$ cat config.mk
export PLATFORM = sky130hd
export DESIGN_NAME = trig_op_table
export DESIGN_NICKNAME = d
export VERILOG_FILES = /design/src/rtl/tot_pkg.sv /design/src/rtl/tot_entry.sv /design/src/rtl/tot_pick.sv /design/src/rtl/tot_fifo.sv /design/src/rtl/trig_op_table.sv
export SDC_FILE = /design/constraint.sdc
export NUM_CORES = 2
export LEC_CHECK = 0
export BUFFER_PORTS_ARGS = -buffer_cell sky130_fd_sc_hd__buf_4
export CAP_MARGIN = 20
export CORE_MARGIN = 4
export CORE_UTILIZATION = 35
export CTS_BUF_LIST = sky130_fd_sc_hd__clkbuf_16
export CTS_CLUSTER_SIZE = 30
export DETAILED_ROUTE_END_ITERATION = 7
export GPL_TIMING_DRIVEN = 1
export PLACE_DENSITY = 0.54
export SLEW_MARGIN = 20
export SYNTH_ARGS = -nofsm -noshare
export SYNTH_HDL_FRONTEND = slang
export SYNTH_HIERARCHICAL = 1
export SYNTH_SLANG_ARGS = --single-unit
$ cat constraint.sdc
create_clock -name clk -period 4.5 [get_ports clk]
set_input_delay 0 -clock clk [delete_from_list [all_inputs] [get_ports clk]]
set_output_delay 0 -clock clk [all_outputs]
set_load 0.1 [all_outputs]
$ cat src/rtl/tot_pkg.sv
package tot_pkg;
   localparam int unsigned TOT_ENTRIES_DEF = 16;
   localparam int unsigned TOT_TAG_W_DEF   = 16;
   localparam int unsigned TOT_CNT_W_DEF   = 8;
   localparam int unsigned TOT_DESC_W_DEF  = 32;
   localparam int unsigned TOT_QDEPTH_DEF  = 4;
endpackage

$ cat src/rtl/tot_entry.sv
module tot_entry #(
   parameter int unsigned TAG_W  = tot_pkg::TOT_TAG_W_DEF,
   parameter int unsigned CNT_W  = tot_pkg::TOT_CNT_W_DEF,
   parameter int unsigned DESC_W = tot_pkg::TOT_DESC_W_DEF
) (
   input  logic              clk,
   input  logic              rst_n,
   input  logic              load,
   input  logic [TAG_W-1:0]  load_tag,
   input  logic [CNT_W-1:0]  load_thresh,
   input  logic [DESC_W-1:0] load_desc,
   input  logic              trig_valid,
   input  logic [TAG_W-1:0]  trig_tag,
   input  logic              retire,
   output logic              hit,
   output logic              eligible,
   output logic [DESC_W-1:0] desc
);
   localparam logic [CNT_W-1:0] CNT_MAX = {CNT_W{1'b1}};

   logic              live_q;
   logic [TAG_W-1:0]  tag_q;
   logic [CNT_W-1:0]  cnt_q;
   logic [CNT_W-1:0]  thr_q;
   logic [DESC_W-1:0] desc_q;

   assign hit      = live_q && (tag_q == trig_tag);
   assign eligible = live_q && (cnt_q >= thr_q);
   assign desc     = desc_q;

   always_ff @(posedge clk or negedge rst_n) begin
      if (!rst_n) begin
         live_q <= 1'b0;
         tag_q  <= '0;
         cnt_q  <= '0;
         thr_q  <= '0;
         desc_q <= '0;
      end else if (load) begin
         live_q <= 1'b1;
         tag_q  <= load_tag;
         cnt_q  <= '0;
         thr_q  <= load_thresh;
         desc_q <= load_desc;
      end else begin
         if (retire) live_q <= 1'b0;
         if (trig_valid && hit && (cnt_q != CNT_MAX)) cnt_q <= cnt_q + 1'b1;
      end
   end


   cnt_monotonic_chk: assert property (@(posedge clk) disable iff (!rst_n)
      (live_q && !load) |=> (cnt_q >= $past(cnt_q)));


   stays_eligible_chk: assert property (@(posedge clk) disable iff (!rst_n)
      (eligible && !retire && !load) |=> eligible);
endmodule

$ cat src/rtl/tot_pick.sv
module tot_pick #(
   parameter int unsigned N = tot_pkg::TOT_ENTRIES_DEF
) (
   input  logic [N-1:0] req,
   output logic [N-1:0] gnt,
   output logic         any
);
   always_comb begin
      logic taken;
      taken = 1'b0;
      gnt   = '0;
      for (int i = 0; i < N; i++) begin
         if (req[i] && !taken) begin
            gnt[i] = 1'b1;
            taken  = 1'b1;
         end
      end
      any = taken;
   end
endmodule

$ cat src/rtl/tot_fifo.sv
module tot_fifo #(
   parameter int unsigned W     = tot_pkg::TOT_DESC_W_DEF,
   parameter int unsigned DEPTH = tot_pkg::TOT_QDEPTH_DEF
) (
   input  logic         clk,
   input  logic         rst_n,
   input  logic         push,
   input  logic [W-1:0] push_data,
   output logic         full,
   output logic         out_valid,
   input  logic         out_ready,
   output logic [W-1:0] out_data
);
   localparam int unsigned PW   = (DEPTH > 1) ? $clog2(DEPTH) : 1;
   localparam int unsigned CW   = $clog2(DEPTH + 1);
   localparam bit          POW2 = (DEPTH == (1 << PW));

   generate
      if (DEPTH < 2) begin : g_depth_bad
         $error("tot_fifo: DEPTH must be at least 2");
      end
   endgenerate

   logic [W-1:0]  mem_q [DEPTH];
   logic [PW-1:0] wr_q, rd_q, wr_nxt, rd_nxt;
   logic [CW-1:0] cnt_q;
   logic          pop;

   generate
      if (POW2) begin : g_wrap_free
         assign wr_nxt = wr_q + 1'b1;
         assign rd_nxt = rd_q + 1'b1;
      end else begin : g_wrap_cmp
         assign wr_nxt = (wr_q == PW'(DEPTH - 1)) ? '0 : wr_q + 1'b1;
         assign rd_nxt = (rd_q == PW'(DEPTH - 1)) ? '0 : rd_q + 1'b1;
      end
   endgenerate

   assign full      = (cnt_q == CW'(DEPTH));
   assign out_valid = (cnt_q != '0);
   assign out_data  = mem_q[rd_q];
   assign pop       = out_valid && out_ready;

   always_ff @(posedge clk or negedge rst_n) begin
      if (!rst_n) begin
         wr_q  <= '0;
         rd_q  <= '0;
         cnt_q <= '0;
      end else begin
         if (push) wr_q <= wr_nxt;
         if (pop)  rd_q <= rd_nxt;
         case ({push, pop})
            2'b10:   cnt_q <= cnt_q + 1'b1;
            2'b01:   cnt_q <= cnt_q - 1'b1;
            default: cnt_q <= cnt_q;
         endcase
      end
   end

   always_ff @(posedge clk) begin
      if (push) mem_q[wr_q] <= push_data;
   end


   no_overflow_chk: assert property (@(posedge clk) disable iff (!rst_n)
      push |-> (cnt_q < CW'(DEPTH)));


   issue_hold_chk: assert property (@(posedge clk) disable iff (!rst_n)
      (out_valid && !out_ready) |=> (out_valid && $stable(out_data)));
endmodule

$ cat src/rtl/trig_op_table.sv
module trig_op_table #(
   parameter int unsigned ENTRIES = tot_pkg::TOT_ENTRIES_DEF,
   parameter int unsigned TAG_W   = tot_pkg::TOT_TAG_W_DEF,
   parameter int unsigned CNT_W   = tot_pkg::TOT_CNT_W_DEF,
   parameter int unsigned DESC_W  = tot_pkg::TOT_DESC_W_DEF,
   parameter int unsigned QDEPTH  = tot_pkg::TOT_QDEPTH_DEF,
   localparam int unsigned IDX_W  = (ENTRIES > 1) ? $clog2(ENTRIES) : 1
) (
   input  logic              clk,
   input  logic              rst_n,
   input  logic              reg_valid,
   input  logic [IDX_W-1:0]  reg_index,
   input  logic [TAG_W-1:0]  reg_tag,
   input  logic [CNT_W-1:0]  reg_thresh,
   input  logic [DESC_W-1:0] reg_desc,
   input  logic              trig_valid,
   input  logic [TAG_W-1:0]  trig_tag,
   output logic              issue_valid,
   input  logic              issue_ready,
   output logic [DESC_W-1:0] issue_desc,
   output logic              unmatched_flag
);
   generate
      if (ENTRIES < 2) begin : g_entries_bad
         $error("trig_op_table: ENTRIES must be at least 2");
      end
      if (TAG_W < 1 || CNT_W < 1 || DESC_W < 1) begin : g_width_bad
         $error("trig_op_table: field widths must be positive");
      end
   endgenerate

   logic [ENTRIES-1:0] hit_vec, elig_vec, gnt_vec, retire_vec;
   logic [DESC_W-1:0]  desc_vec [ENTRIES];
   logic               any_elig, q_full, q_push, flag_q;
   logic [DESC_W-1:0]  push_desc;

   for (genvar i = 0; i < ENTRIES; i++) begin : g_row
      tot_entry #(.TAG_W(TAG_W), .CNT_W(CNT_W), .DESC_W(DESC_W)) u_row (
         .clk         (clk),
         .rst_n       (rst_n),
         .load        (reg_valid && (reg_index == IDX_W'(i))),
         .load_tag    (reg_tag),
         .load_thresh (reg_thresh),
         .load_desc   (reg_desc),
         .trig_valid  (trig_valid),
         .trig_tag    (trig_tag),
         .retire      (retire_vec[i]),
         .hit         (hit_vec[i]),
         .eligible    (elig_vec[i]),
         .desc        (desc_vec[i])
      );
   end

   tot_pick #(.N(ENTRIES)) u_pick (
      .req (elig_vec),
      .gnt (gnt_vec),
      .any (any_elig)
   );

   assign q_push     = any_elig && !q_full;
   assign retire_vec = gnt_vec & {ENTRIES{q_push}};

   always_comb begin
      push_desc = '0;
      for (int i = 0; i < ENTRIES; i++) begin
         push_desc = push_desc | (desc_vec[i] & {DESC_W{gnt_vec[i]}});
      end
   end

   tot_fifo #(.W(DESC_W), .DEPTH(QDEPTH)) u_q (
      .clk       (clk),
      .rst_n     (rst_n),
      .push      (q_push),
      .push_data (push_desc),
      .full      (q_full),
      .out_valid (issue_valid),
      .out_ready (issue_ready),
      .out_data  (issue_desc)
   );

   always_ff @(posedge clk or negedge rst_n) begin
      if (!rst_n)                          flag_q <= 1'b0;
      else if (trig_valid && !(|hit_vec)) flag_q <= 1'b1;
   end
   assign unmatched_flag = flag_q;


   flag_sticky_chk: assert property (@(posedge clk) disable iff (!rst_n)
      unmatched_flag |=> unmatched_flag);


   one_release_chk: assert property (@(posedge clk) disable iff (!rst_n)
      $onehot0(retire_vec));


   lowest_first_chk: assert property (@(posedge clk) disable iff (!rst_n)
      (retire_vec != '0) |-> ((elig_vec & (retire_vec - 1'b1)) == '0));


   full_defers_chk: assert property (@(posedge clk) disable iff (!rst_n)
      q_full |-> (retire_vec == '0));


   release_only_eligible_chk: assert property (@(posedge clk) disable iff (!rst_n)
      ((retire_vec & ~elig_vec) == '0));
endmodule

==> results.txt <==
The start point of the critical path is g_row[1].u_row/cnt_q[0]. The initial antenna violation count is 14, and the leakage dissipation is 26.7 nW. The aggregate negative setup slack is 0 ps. The first detailed-routing pass took 5 iterations.

In the final layout, flip-flops and latches occupy 30100 um^2. In this run the worst hold path is classified as input pin to asynchronous set/reset pin. STA classifies the critical path startpoint as a flip-flop. For the largest net degree at the start of global routing, the log shows 131.

The tools report the proportion of power drawn by flip-flops and latches as 0.447. Wires add up to 163000 um. The largest fanout on the critical path works out to 12.

For the total routing usage reported by global routing, the log shows 0.194. Setup violations remaining at the end of the flow were counted as 0. The worst path arrival time is 4550 ps, and the number of cells on the worst reg-to-reg path is 14. Derived from the worst setup path, the maximum achievable clock frequency is 0.245 GHz. For the clock power share, the log shows 0.339. The first global-routing pass estimated 245000 um of wire. In this run the deepest clock path goes through 3 buffers. At the end of the flow, the number of nets in the layout was 4762. The number of buffers added on ports was 114. The run gives 37458 as the via count of the first global-routing pass. The number of nets handed over by synthesis was 4596.

The share of the synthesized area in the top cell type is 0.467. At the end of routability-driven placement, the weighted congestion stood at 0.777. Layout filler cell count: 15023. VDD sags by at most 0.000504 V. The analysis attributes to net switching a power of 9.80 mW.

The synthesis-to-finish area growth works out to 14.9%. The average instance in the mapped netlist occupies 12.9 um^2. For the number of primary I/O pins, the log shows 115. The y dimension of the die is 408 um. The run finished with clean final reports. In this run, CTS created clock tree buffers numbering 136. The detailed router finished its first iteration with 2272 violations.

Walking the worst path, the cells encountered are inv_1 -> ha_1 -> nand2b_1 -> a21oi_1 -> nor2b_1 -> o2111ai_1 -> a31oi_1 -> or4_1 -> buf_4 -> nor4_2 -> buf_4 -> a22o_1 -> a221oi_1 -> nand4_1. Total power for the finished layout comes to 31.5 mW. The H-tree depth reported by CTS is 4, and the combinational share of power is 0.214. The final routed wire length divided by cell count is 24.2 um. The tools report the type of element capturing the critical path as a flip-flop. The slew at the pin closest to its max-slew limit was 1110 ps; the proportion of register bits with asynchronous set or reset after synthesis was 0.891. The proportion of synthesized chip area in sequential cells came out at 0.536. The total area inside the core boundary comes to 159000 um^2.

In this run the power density over the cells is 488 nW/um^2. By area the synthesized netlist is led by sky130_fd_sc_hd__dfrtp_1, sky130_fd_sc_hd__mux2_2, sky130_fd_sc_hd__edfxtp_1, sky130_fd_sc_hd__ha_1, sky130_fd_sc_hd__xor2_1. The tools report the number of max-cap violations as 0. The count of yosys warnings during synthesis is 6, and the number of enable-type register cells in the synthesized netlist is 128.

The worst register-to-register path begins at g_row[1].u_row/cnt_q[0]. The biggest area contributor in the post-synthesis netlist is sky130_fd_sc_hd__dfrtp_1. The tools report the clock root buffer as sky130_fd_sc_hd__clkbuf_16.

The most common library cell in the layout ignoring fill and taps is sky130_fd_sc_hd__dfrtp_1. Residual antenna-violating net count after detailed routing: 0. Using the TritonRoute via totals, the vias-per-cell ratio works out to 5.46. Cell class contributing the biggest share of worst-path delay: simple AND/OR/NAND/NOR gates. The final number of max-transition violations is 0, and the row count is 146.

The internal power of the cells totals 21.7 mW. On the critical path, the stage with the largest delay is an instance of sky130_fd_sc_hd__or4_1. Setup repair after global routing left no endpoint under its margin. The clock reaches the later pin of the worst-skew pair after 780 ps. TritonCTS built the clock tree. The tools report the number of hold violations in the final report as 0. In this run the cell area of the synthesized design comes to 56100 um^2.

Leaving out fill and tap cells, the most frequent cells in the layout are sky130_fd_sc_hd__dfrtp_1, sky130_fd_sc_hd__mux2_2, sky130_fd_sc_hd__inv_1. After layout, the minimum clock period comes to 4080 ps. For this run the aggregate overflow at the end of global routing stands at 0. The part of the cycle the worst path needs is 0.906, and the clock-pin slew of the registers on the worst-case setup and hold paths is 60 ps. The run gives 167000 um^2 as the die footprint.

Placed wire-length estimate after detailed placement: 96400 um. The critical path is of the flip-flop to flip-flop type. The most numerous cell type found on the critical path is sky130_fd_sc_hd__buf_4. The run gives 0 as the residual DRC count.

The number of distinct library cells after synthesis is 54. The headroom to the max-slew limit is 0.259, and the TritonCTS sink count is 1176. On the worst path, the slowest cell contributes a delay of 610 ps. The overall die width is 408 um, and the number of buffer and inverter stages on the critical path is 3.

The tools report the starting density of the core as 0.353. The data required time at the worst endpoint is 4980 ps, and the net switching share of the total power is 0.312. The commonest register cell after synthesis was sky130_fd_sc_hd__dfrtp_1.

After technology mapping, the gate count stands at 4365. The multi-input combinational cells in the finished layout cover a total of 24300 um^2. For the setup skew after layout, the log shows 51.9 ps. The ratio of cells with drive above 1 in the final layout was 0.280; the cell count along the critical path was 14.

Across all layers, the routed design uses 36681 vias. The post-synthesis sequential element count is 1176.
[synthesized netlist by cell type, drive strengths merged (37+ instances only)]
cell / number
nand4: 81
a221oi: 128
clkbuf: 97
mux2: 832
nor4: 89
or4: 86
o21ai: 145
xnor2: 82
nand2: 195
edfxtp: 128
a21oi: 96
o31ai: 80
nor2: 63
inv: 170
dfrtp: 1048
nor2b: 66
buf: 136
nand2b: 37
nand3: 65
xor2: 180
ha: 149
a22o: 128
and2: 68
[final cells by class]
class,instances,area share
multi-input cells,2786,0.377
clock inverters,113,0.0133
inverters,170,0.00989
flip-flops and latches,1176,0.466
diodes,7,0.000272
clock buffers,138,0.0535
well taps,2072,0.0402
repair buffers,261,0.0399
[through the flow]
stage / setup WS, ps / instances / util / area (um^2) / hold slack (ps)
6_report: 425 / 6723 / 0.406 / 64500 / 52.3
4_1_cts: 363 / 6716 / 0.406 / 64500 / 19.7
3_3_place_gp: 438 / 6401 / 0.374 / 59500 / 101
5_1_grt: 77.6 / 6716 / 0.406 / 64500 / 65.7
2_1_floorplan: 492 / 4365 / - / 56100 / -296
3_5_place_dp: 407 / 6402 / 0.375 / 59500 / 104
[power by group through the flow]
stage	clock network, mW	registers [mW]	logic, mW
4_1_cts	11.0	14.1	6.81
2_1_floorplan	0	13.9	5.03
3_5_place_dp	0	14.3	6.73
6_report	10.7	14.1	6.74
3_3_place_gp	0	14.2	6.61
5_1_grt	11.4	14.3	7.31
[final timing paths]
kind	to	slack, ps
max	u_q/mem_q[0][30]	420
min	g_row[11].u_row/desc[11]	50
max reg2reg	u_q/mem_q[0][30]	420
min reg2reg	g_row[14].u_row/desc[28]	510
max in group asynchronous	g_row[15].u_row/cnt_q[0]	3660
min in group clk	g_row[1].u_row/thr_q[1]	80
[cells by family after synthesis]
family	synth area share
compound gates	0.0861
xor+xnor	0.0409
fa+ha+maj	0.0336
buf+inv	0.0354
flops	0.536
mux	0.180
simple gates	0.0881
[sequential cells by signal (all words and copies together) (netlist names)]
| name | count |
|---|---|
| u_q/rd_q | 2 |
| g_row.u_row/thr_q | 128 |
| u_q/wr_q | 2 |
| g_row.u_row/desc | 512 |
| u_q/mem_q | 128 |
| g_row.u_row/tag_q | 256 |
| unmatched_flag | 1 |
| g_row.u_row/live_q | 16 |
| g_row.u_row/cnt_q | 128 |
| u_q/cnt_q | 3 |
[tightest hold or removal path: stages]
cell and delay, ps:
sky130_fd_sc_hd__dlygate4sd3_1 560, sky130_fd_sc_hd__buf_8 320, sky130_fd_sc_hd__buf_16 330
[what timing repair did]
item / CTS / global route
setup buffers: 0 / 0
endpoints found under the hold margin: 1495 / 0
hold buffers: 63 / 0
gates resized for setup: 0 / 0
[routing by layer]
metal	vias to the layer above	share of wire	GRT usage
met3	238	0.051	0.0347
met1	19160	0.47	0.278
met5	-	0.000080	0
met2	805	0.45	0.303
li1	16476	-	-
met4	2	0.025	0.0518
Power figures use the tool's default switching activity.
